File: src/rtl/baud_pkg.sv
// Shared constants for the baud clock generator.
// Assumes a 2 MHz reference and 16x oversampling taps.
package baud_pkg;
    localparam int PRE_DIV_DEF   = 13;  // reference clocks per 9600-baud 16x tick
    localparam int HALVINGS_DEF  = 6;   // halving stages: 4800 down to 150
    localparam int SLOW_DIV_DEF  = 22;  // divide ratio of the 110-baud branch
    localparam int SLOW_SRC_DEF  = 2;   // tap feeding the branch (2400 baud)
    localparam int SEL_W         = 3;   // width of one channel's rate select
    localparam int NUM_CHAN_DEF  = 2;   // serial channels served
endpackage

File: src/rtl/baud_prescaler.sv
// Prescaler: counts 0..DIV-1 on every clock and flags the cycle in which the
// count sits at DIV-1 (the wrap). Assumes DIV >= 2.
module baud_prescaler #(
    parameter int DIV = baud_pkg::PRE_DIV_DEF
) (
    input  logic clk,
    input  logic rst_n,
    output logic wrap_o
);
    localparam int CW = $clog2(DIV);
    localparam logic [CW-1:0] LAST = CW'(DIV - 1);

    logic [CW-1:0] cnt_q;

    // Step the count, returning to zero after the last value.
    always_ff @(posedge clk) begin
        if (!rst_n)             cnt_q <= '0;
        else if (cnt_q == LAST) cnt_q <= '0;
        else                    cnt_q <= cnt_q + 1'b1;
    end

    assign wrap_o = (cnt_q == LAST);


    pre_range_chk: assert property (@(posedge clk) disable iff (!rst_n)
        cnt_q <= LAST);


    pre_step_chk: assert property (@(posedge clk) disable iff (!rst_n)
        (cnt_q != LAST) |=> (cnt_q == $past(cnt_q) + 1'b1));


    pre_wrap_chk: assert property (@(posedge clk) disable iff (!rst_n)
        (cnt_q == LAST) |=> (cnt_q == '0));
endmodule

File: src/rtl/baud_halving_chain.sv
// Halving chain: a binary counter advanced by the prescaler wrap. Tap i is
// high in a wrap cycle whose lower i counter bits are all ones, so tap i
// pulses at 1/2^i of the wrap rate. All taps are combinational and share one
// phase.
module baud_halving_chain #(
    parameter int STAGES = baud_pkg::HALVINGS_DEF
) (
    input  logic            clk,
    input  logic            rst_n,
    input  logic            wrap_i,
    output logic [STAGES:0] tap_o
);
    logic [STAGES-1:0] half_q;
    logic [STAGES:0]   run;

    // Count prescaler wraps.
    always_ff @(posedge clk) begin
        if (!rst_n)      half_q <= '0;
        else if (wrap_i) half_q <= half_q + 1'b1;
    end

    assign run[0] = wrap_i;
    generate
        for (genvar i = 1; i <= STAGES; i++) begin : g_tap
            assign run[i] = run[i-1] & half_q[i-1];
        end
    endgenerate
    assign tap_o = run;


    half_hold_chk: assert property (@(posedge clk) disable iff (!rst_n)
        !wrap_i |=> $stable(half_q));


    half_step_chk: assert property (@(posedge clk) disable iff (!rst_n)
        wrap_i |=> (half_q == $past(half_q) + 1'b1));
endmodule

File: src/rtl/baud_slow_divider.sv
// Slow branch: divides a source tap by DIV. It advances only on source
// pulses, so it stays in the system clock domain. The output is high in the
// source pulse that completes each group of DIV source pulses.
module baud_slow_divider #(
    parameter int DIV = baud_pkg::SLOW_DIV_DEF
) (
    input  logic clk,
    input  logic rst_n,
    input  logic src_en_i,
    output logic slow_o
);
    localparam int CW = $clog2(DIV);
    localparam logic [CW-1:0] LAST = CW'(DIV - 1);

    logic [CW-1:0] cnt_q;

    // Count source pulses modulo DIV.
    always_ff @(posedge clk) begin
        if (!rst_n)
            cnt_q <= '0;
        else if (src_en_i)
            cnt_q <= (cnt_q == LAST) ? '0 : cnt_q + 1'b1;
    end

    assign slow_o = src_en_i & (cnt_q == LAST);


    slow_range_chk: assert property (@(posedge clk) disable iff (!rst_n)
        cnt_q <= LAST);


    slow_hold_chk: assert property (@(posedge clk) disable iff (!rst_n)
        !src_en_i |=> $stable(cnt_q));
endmodule

File: src/rtl/baud_chan_sel.sv
// Per-channel select: registers the tap chosen by a static select code. One
// register feeds both the transmit and the receive enable. Assumes the tap
// vector has 2^SEL_W entries.
module baud_chan_sel #(
    parameter int SEL_W = baud_pkg::SEL_W
) (
    input  logic                clk,
    input  logic                rst_n,
    input  logic [SEL_W-1:0]    sel_i,
    input  logic [2**SEL_W-1:0] taps_i,
    input  logic                wrap_i,
    output logic                tx_en_o,
    output logic                rx_en_o
);
    logic en_q;

    // Latch the selected tap for one cycle.
    always_ff @(posedge clk) begin
        if (!rst_n) en_q <= 1'b0;
        else        en_q <= taps_i[sel_i];
    end

    assign tx_en_o = en_q;
    assign rx_en_o = en_q;


    chan_reset_chk: assert property (@(posedge clk) disable iff (!rst_n)
        !$past(rst_n) |-> !en_q);


    chan_width_chk: assert property (@(posedge clk) disable iff (!rst_n)
        en_q |=> !en_q);


    chan_grid_chk: assert property (@(posedge clk) disable iff (!rst_n)
        en_q |-> $past(wrap_i));
endmodule

File: src/rtl/baud_clk_gen.sv
// Top: a shared prescaler, halving chain and slow branch build 2^SEL_W taps.
// Each channel selects one tap for its transmit and receive enables.
// Assumes the select codes are static apart from rare changes.
module baud_clk_gen #(
    parameter int NUM_CHAN = baud_pkg::NUM_CHAN_DEF,
    parameter int PRE_DIV  = baud_pkg::PRE_DIV_DEF,
    parameter int SLOW_DIV = baud_pkg::SLOW_DIV_DEF,
    parameter int SLOW_SRC = baud_pkg::SLOW_SRC_DEF
) (
    input  logic                               clk,
    input  logic                               rst_n,
    input  logic [NUM_CHAN*baud_pkg::SEL_W-1:0] chan_rate_sel,
    output logic [NUM_CHAN-1:0]                tx_clk_en,
    output logic [NUM_CHAN-1:0]                rx_clk_en
);
    localparam int SW     = baud_pkg::SEL_W;
    localparam int NTAPS  = 2**SW;
    localparam int STAGES = NTAPS - 2;

    logic              wrap;
    logic [STAGES:0]   half_taps;
    logic              slow;
    logic [NTAPS-1:0]  taps;

    baud_prescaler #(.DIV(PRE_DIV)) u_pre (
        .clk(clk), .rst_n(rst_n), .wrap_o(wrap));

    baud_halving_chain #(.STAGES(STAGES)) u_half (
        .clk(clk), .rst_n(rst_n), .wrap_i(wrap), .tap_o(half_taps));

    baud_slow_divider #(.DIV(SLOW_DIV)) u_slow (
        .clk(clk), .rst_n(rst_n), .src_en_i(half_taps[SLOW_SRC]),
        .slow_o(slow));

    assign taps = {slow, half_taps};

    generate
        for (genvar c = 0; c < NUM_CHAN; c++) begin : g_chan
            baud_chan_sel #(.SEL_W(SW)) u_sel (
                .clk(clk), .rst_n(rst_n),
                .sel_i(chan_rate_sel[c*SW +: SW]),
                .taps_i(taps), .wrap_i(wrap),
                .tx_en_o(tx_clk_en[c]), .rx_en_o(rx_clk_en[c]));
        end
    endgenerate


    slow_on_src_chk: assert property (@(posedge clk) disable iff (!rst_n)
        slow |-> half_taps[SLOW_SRC]);
endmodule

File: config.mk
export PLATFORM = sky130hd
export DESIGN_NAME = baud_clk_gen
export DESIGN_NICKNAME = d
export VERILOG_FILES = /design/src/rtl/baud_pkg.sv /design/src/rtl/baud_prescaler.sv /design/src/rtl/baud_halving_chain.sv /design/src/rtl/baud_slow_divider.sv /design/src/rtl/baud_chan_sel.sv /design/src/rtl/baud_clk_gen.sv
export SDC_FILE = /design/constraint.sdc
export NUM_CORES = 1
export LEC_CHECK = 0
export BUFFER_PORTS_ARGS = -buffer_cell sky130_fd_sc_hd__buf_2
export CAP_MARGIN = 10
export CORE_MARGIN = 3
export CORE_UTILIZATION = 32
export CTS_CLUSTER_DIAMETER = 40
export DETAILED_ROUTE_END_ITERATION = 8
export PLACE_DENSITY = 0.52
export SLEW_MARGIN = 15
export SYNTH_ARGS = -nofsm -noshare
export SYNTH_HDL_FRONTEND = slang
export SYNTH_SLANG_ARGS = --single-unit
File: constraint.sdc
create_clock -name clk -period 2.4 [get_ports clk]
set_input_delay 0.12 -clock clk [delete_from_list [all_inputs] [get_ports clk]]
set_output_delay 0.12 -clock clk [all_outputs]
set_load 0.05 [all_outputs]
==> metrics.md <==
| Metric | Value |
|---|---|
| Power Density | `between 400 and 500 mW/mm²` |
| FP Rows | `18` |
| Ys async rst share | `0` |
| Core Util, Final | `0.379` |
| Crit path launch | `u_pre.cnt_q[0]$_SDFF_PP0_` |
| Synthesized flop and latch total | `17` |
| HP Class | `input port to flop` |
| Peak supply drop | `0.273 mV` |
| Fmax | `0.598 GHz` |
| CP Launch Type | `flop` |
| Placed Cells incl. Taps | `roughly 140` |
| WL final | `1.72 mm` |
| Dpl cell area | `965 µm²` |
| Worst-Margin Slew | `between 0.2 and 0.3 ns` |
| Die Ht | `59.9 µm` |
| Final Non-Filler Cells | `142` |
| Max Cap Viol | `0` |
| Synth area leader | `dfxtp_1` |
| CP Cell Sequence | `inv_1 -> ha_1 -> and3_1 -> and2_4 -> a311o_1 -> o311a_1` |
| Critical path depth in cells | `6` |
| GRT Residual Overflow | `0` |
| Antenna-violating nets left | `0` |
| Layout cell share with drive strength beyond 1 | `0.170` |
| Yosys top cell area share | `0.367` |
| Resize count post-CTS | `0` |
| Syn Inst Count | `about 100` |
| Slowest library cell on the worst path | `dfxtp_1` |
| Post-Syn Area | `928 µm²` |
| Ports | `12` |
| Ranking of synthesized cells by area | `dfxtp_1, xnor2_1, ha_1, nand2_1, and2_1` |
| Hold buffers post-CTS | `0` |
| H-tree depth | `1` |
| WHS | `0.154 ns` |
| GRT Total Usage | `0.111` |
| DRC errors left | `0` |
| Buf/Inv on CP | `1` |
| Clock sinks | `17` |
| Worst r2r src | `u_pre.cnt_q[0]$_SDFF_PP0_` |
| Starting Density | `0.355` |
| Top-count cell post-synth | `dfxtp_1` |
| Die width | `59.9 µm` |
| Antenna violations before repair | `0` |
| RSZ-0062 raised after global routing | `false` |
| Initial DRT Pass Iterations | `4` |
| Place WS | `around 0.75 ns` |
| R2r endpoint | `g_chan[0].u_sel.rx_en_o$_SDFF_PN0_` |
| Post-synth EDFFs | `0` |
| 1st-iter DRT viols | `30` |
| # Post-CTS Setup Buffers | `0` |
| Clock Path Buffers | `2` |
| Number of nets in the layout | `126` |
| Worst r2r path cells | `6` |
| Run status | `complete, no violations` |
| P&R area growth vs syn | `6.74%` |
| Setup Skew | `between 0.0015 and 0.002 ns` |
| Routed WL per cell | `roughly 12 µm` |
| Via Count | `roughly 680` |
| CP Data Arrival Time | `between 1.5 and 2 ns` |
| Endpoints failing hold | `0` |
| Ys flop type | `dfxtp_1` |
| RD Place Congestion | `0.722` |
| CP max stage delay | `about 0.39 ns` |
| Reg area | `340 µm²` |
| FILL cells | `around 290` |
| Tcrit/Tclk final | `0.697` |
| Antenna diode count | `0` |
| Vias per cell | `4.82` |
| Max-slew violations | `0` |
| Final setup vio count | `0` |
| Crit path time final | `about 1.7 ns` |
| Critical Path Sink | `g_chan[0].u_sel.rx_en_o$_SDFF_PN0_` |
| Critical path's top delay family | `simple AND/OR/NAND/NOR gates` |
| Core area | `0.00261 mm²` |
| Kind of critical path | `flop to flop` |
| Setup slack after layout | `0.728 ns` |
| Clk slew on worst S/H paths | `0.10 ns` |
| CP Data Required Time | `2.58 ns` |
| Hpwl dp | `1.26 mm` |
| CTS Root Cell | `clkbuf_4` |
| Largest net degree at the start of global routing | `13` |
| Slew margin rel. | `0.801` |
| LEAKAGE | `0.410 nW` |
| Post-Syn Area per Cell | `8.93 µm²` |
| Area of the multi-input gates | `509 µm²` |
| FF-to-FF setup slack | `0.73 ns` |
| Port bufs | `11` |
| Total CTS buffers | `3` |
| First-pass GRT wire length | `around 3 mm` |
| Design area | `991 µm²` |
| Distinct cell type count of the synthesized netlist | `31` |
| Synth Warn # | `0` |
| Crit. End Element | `flop` |
| Crit Path Max Fanout | `8` |
| Synth Net Count | `between 100 and 150` |
| Clk_lat worst skew | `between 0.2 and 0.3 ns` |
| Top post-synthesis cells by count | `dfxtp_1, nand2_1, xnor2_1` |
| Total power | `0.493 mW` |
| CTS tree | `built` |
| Vias in the first global route | `726` |
| DIE AREA | `0.00358 mm²` |
| Final setup TNS | `0 ns` |
| Sequential area share after synthesis | `0.367` |
## cell usage in the layout, fill, tap and decap left out, drive strengths merged, types with 3 or more instances in the layout
cell type	Yosys	final
dfxtp	17	17
buf	6	11
nand2	9	9
xnor2	9	9
nor2	7	7
and2	7	7
inv	6	6
ha	5	5
and3	5	5
nand3	5	5
nor3	4	4
clkbuf	1	4
a21oi	3	3
nand2b	3	3
## where the power goes
| group | switching [mW] | leakage [nW] | internal (mW) |
|---|---|---|---|
| combinational | 0.0277 | 0.258 | 0.0181 |
| sequential | 0.00557 | 0.138 | 0.288 |
| clock | 0.0891 | 0.0150 | 0.0646 |
## worst min path at each step
| stage | startpoint | end | slack [ns] | cells past startpoint |
|---|---|---|---|---|
| 6_report | chan_rate_sel[5] | g_chan[1].u_sel.rx_en_o$_SDFF_PN0_ | 0.15 | 3 |
| 2_1_floorplan | rst_n | u_half.half_q[1]$_SDFFE_PN0N_ | 0.27 | 1 |
| 3_5_place_dp | chan_rate_sel[5] | g_chan[1].u_sel.rx_en_o$_SDFF_PN0_ | 0.45 | 3 |
| 5_1_grt | chan_rate_sel[5] | g_chan[1].u_sel.rx_en_o$_SDFF_PN0_ | 0.17 | 3 |
| 3_3_place_gp | chan_rate_sel[5] | g_chan[1].u_sel.rx_en_o$_SDFF_PN0_ | 0.45 | 3 |
| 4_1_cts | chan_rate_sel[5] | g_chan[1].u_sel.rx_en_o$_SDFF_PN0_ | 0.15 | 3 |
## cell type report
| cell class | instances | area share |
|---|---|---|
| inverter | 6 | 0.0227 |
| multi-input combinational | 74 | 0.514 |
| clock buffer | 4 | 0.0265 |
| timing repair buffer | 11 | 0.0556 |
| sequential | 17 | 0.343 |
| tap | 30 | 0.0379 |
## state kept, by name (all words and copies together) (netlist names)
register and count:
g_chan.u_sel.rx_en_o 2, u_half.half_q 6, u_pre.cnt_q 4, u_slow.cnt_q 5
## logic make-up after synthesis
logic type | after synthesis | share of synthesized area
buffers and inverters | 13 | 0.0849
flip-flops | 17 | 0.367
AO/OA/AOI/OAI | 12 | 0.104
AND/OR/NAND/NOR | 47 | 0.283
adder cells (fa/ha/maj) | 5 | 0.0674
XOR/XNOR | 10 | 0.0943
## worst reg2reg max path: stages (launching register included)
cell and delay [ns]:
dfxtp_1 0.39, inv_1 0.06, ha_1 0.23, and3_1 0.25, and2_4 0.20, a311o_1 0.31
o311a_1 0.12
## routing by layer
layer / wire, µm / vias up / share of wire / track usage
met1: 838 / 304 / 0.49 / 0.132
met5: 0 / - / 0 / 0
li1: - / 365 / - / -
met2: 766 / 13 / 0.45 / 0.188
met3: 94 / 2 / 0.055 / 0.0410
met4: 15 / 0 / 0.0087 / 0.0285
(Power assumes the default switching activity.)
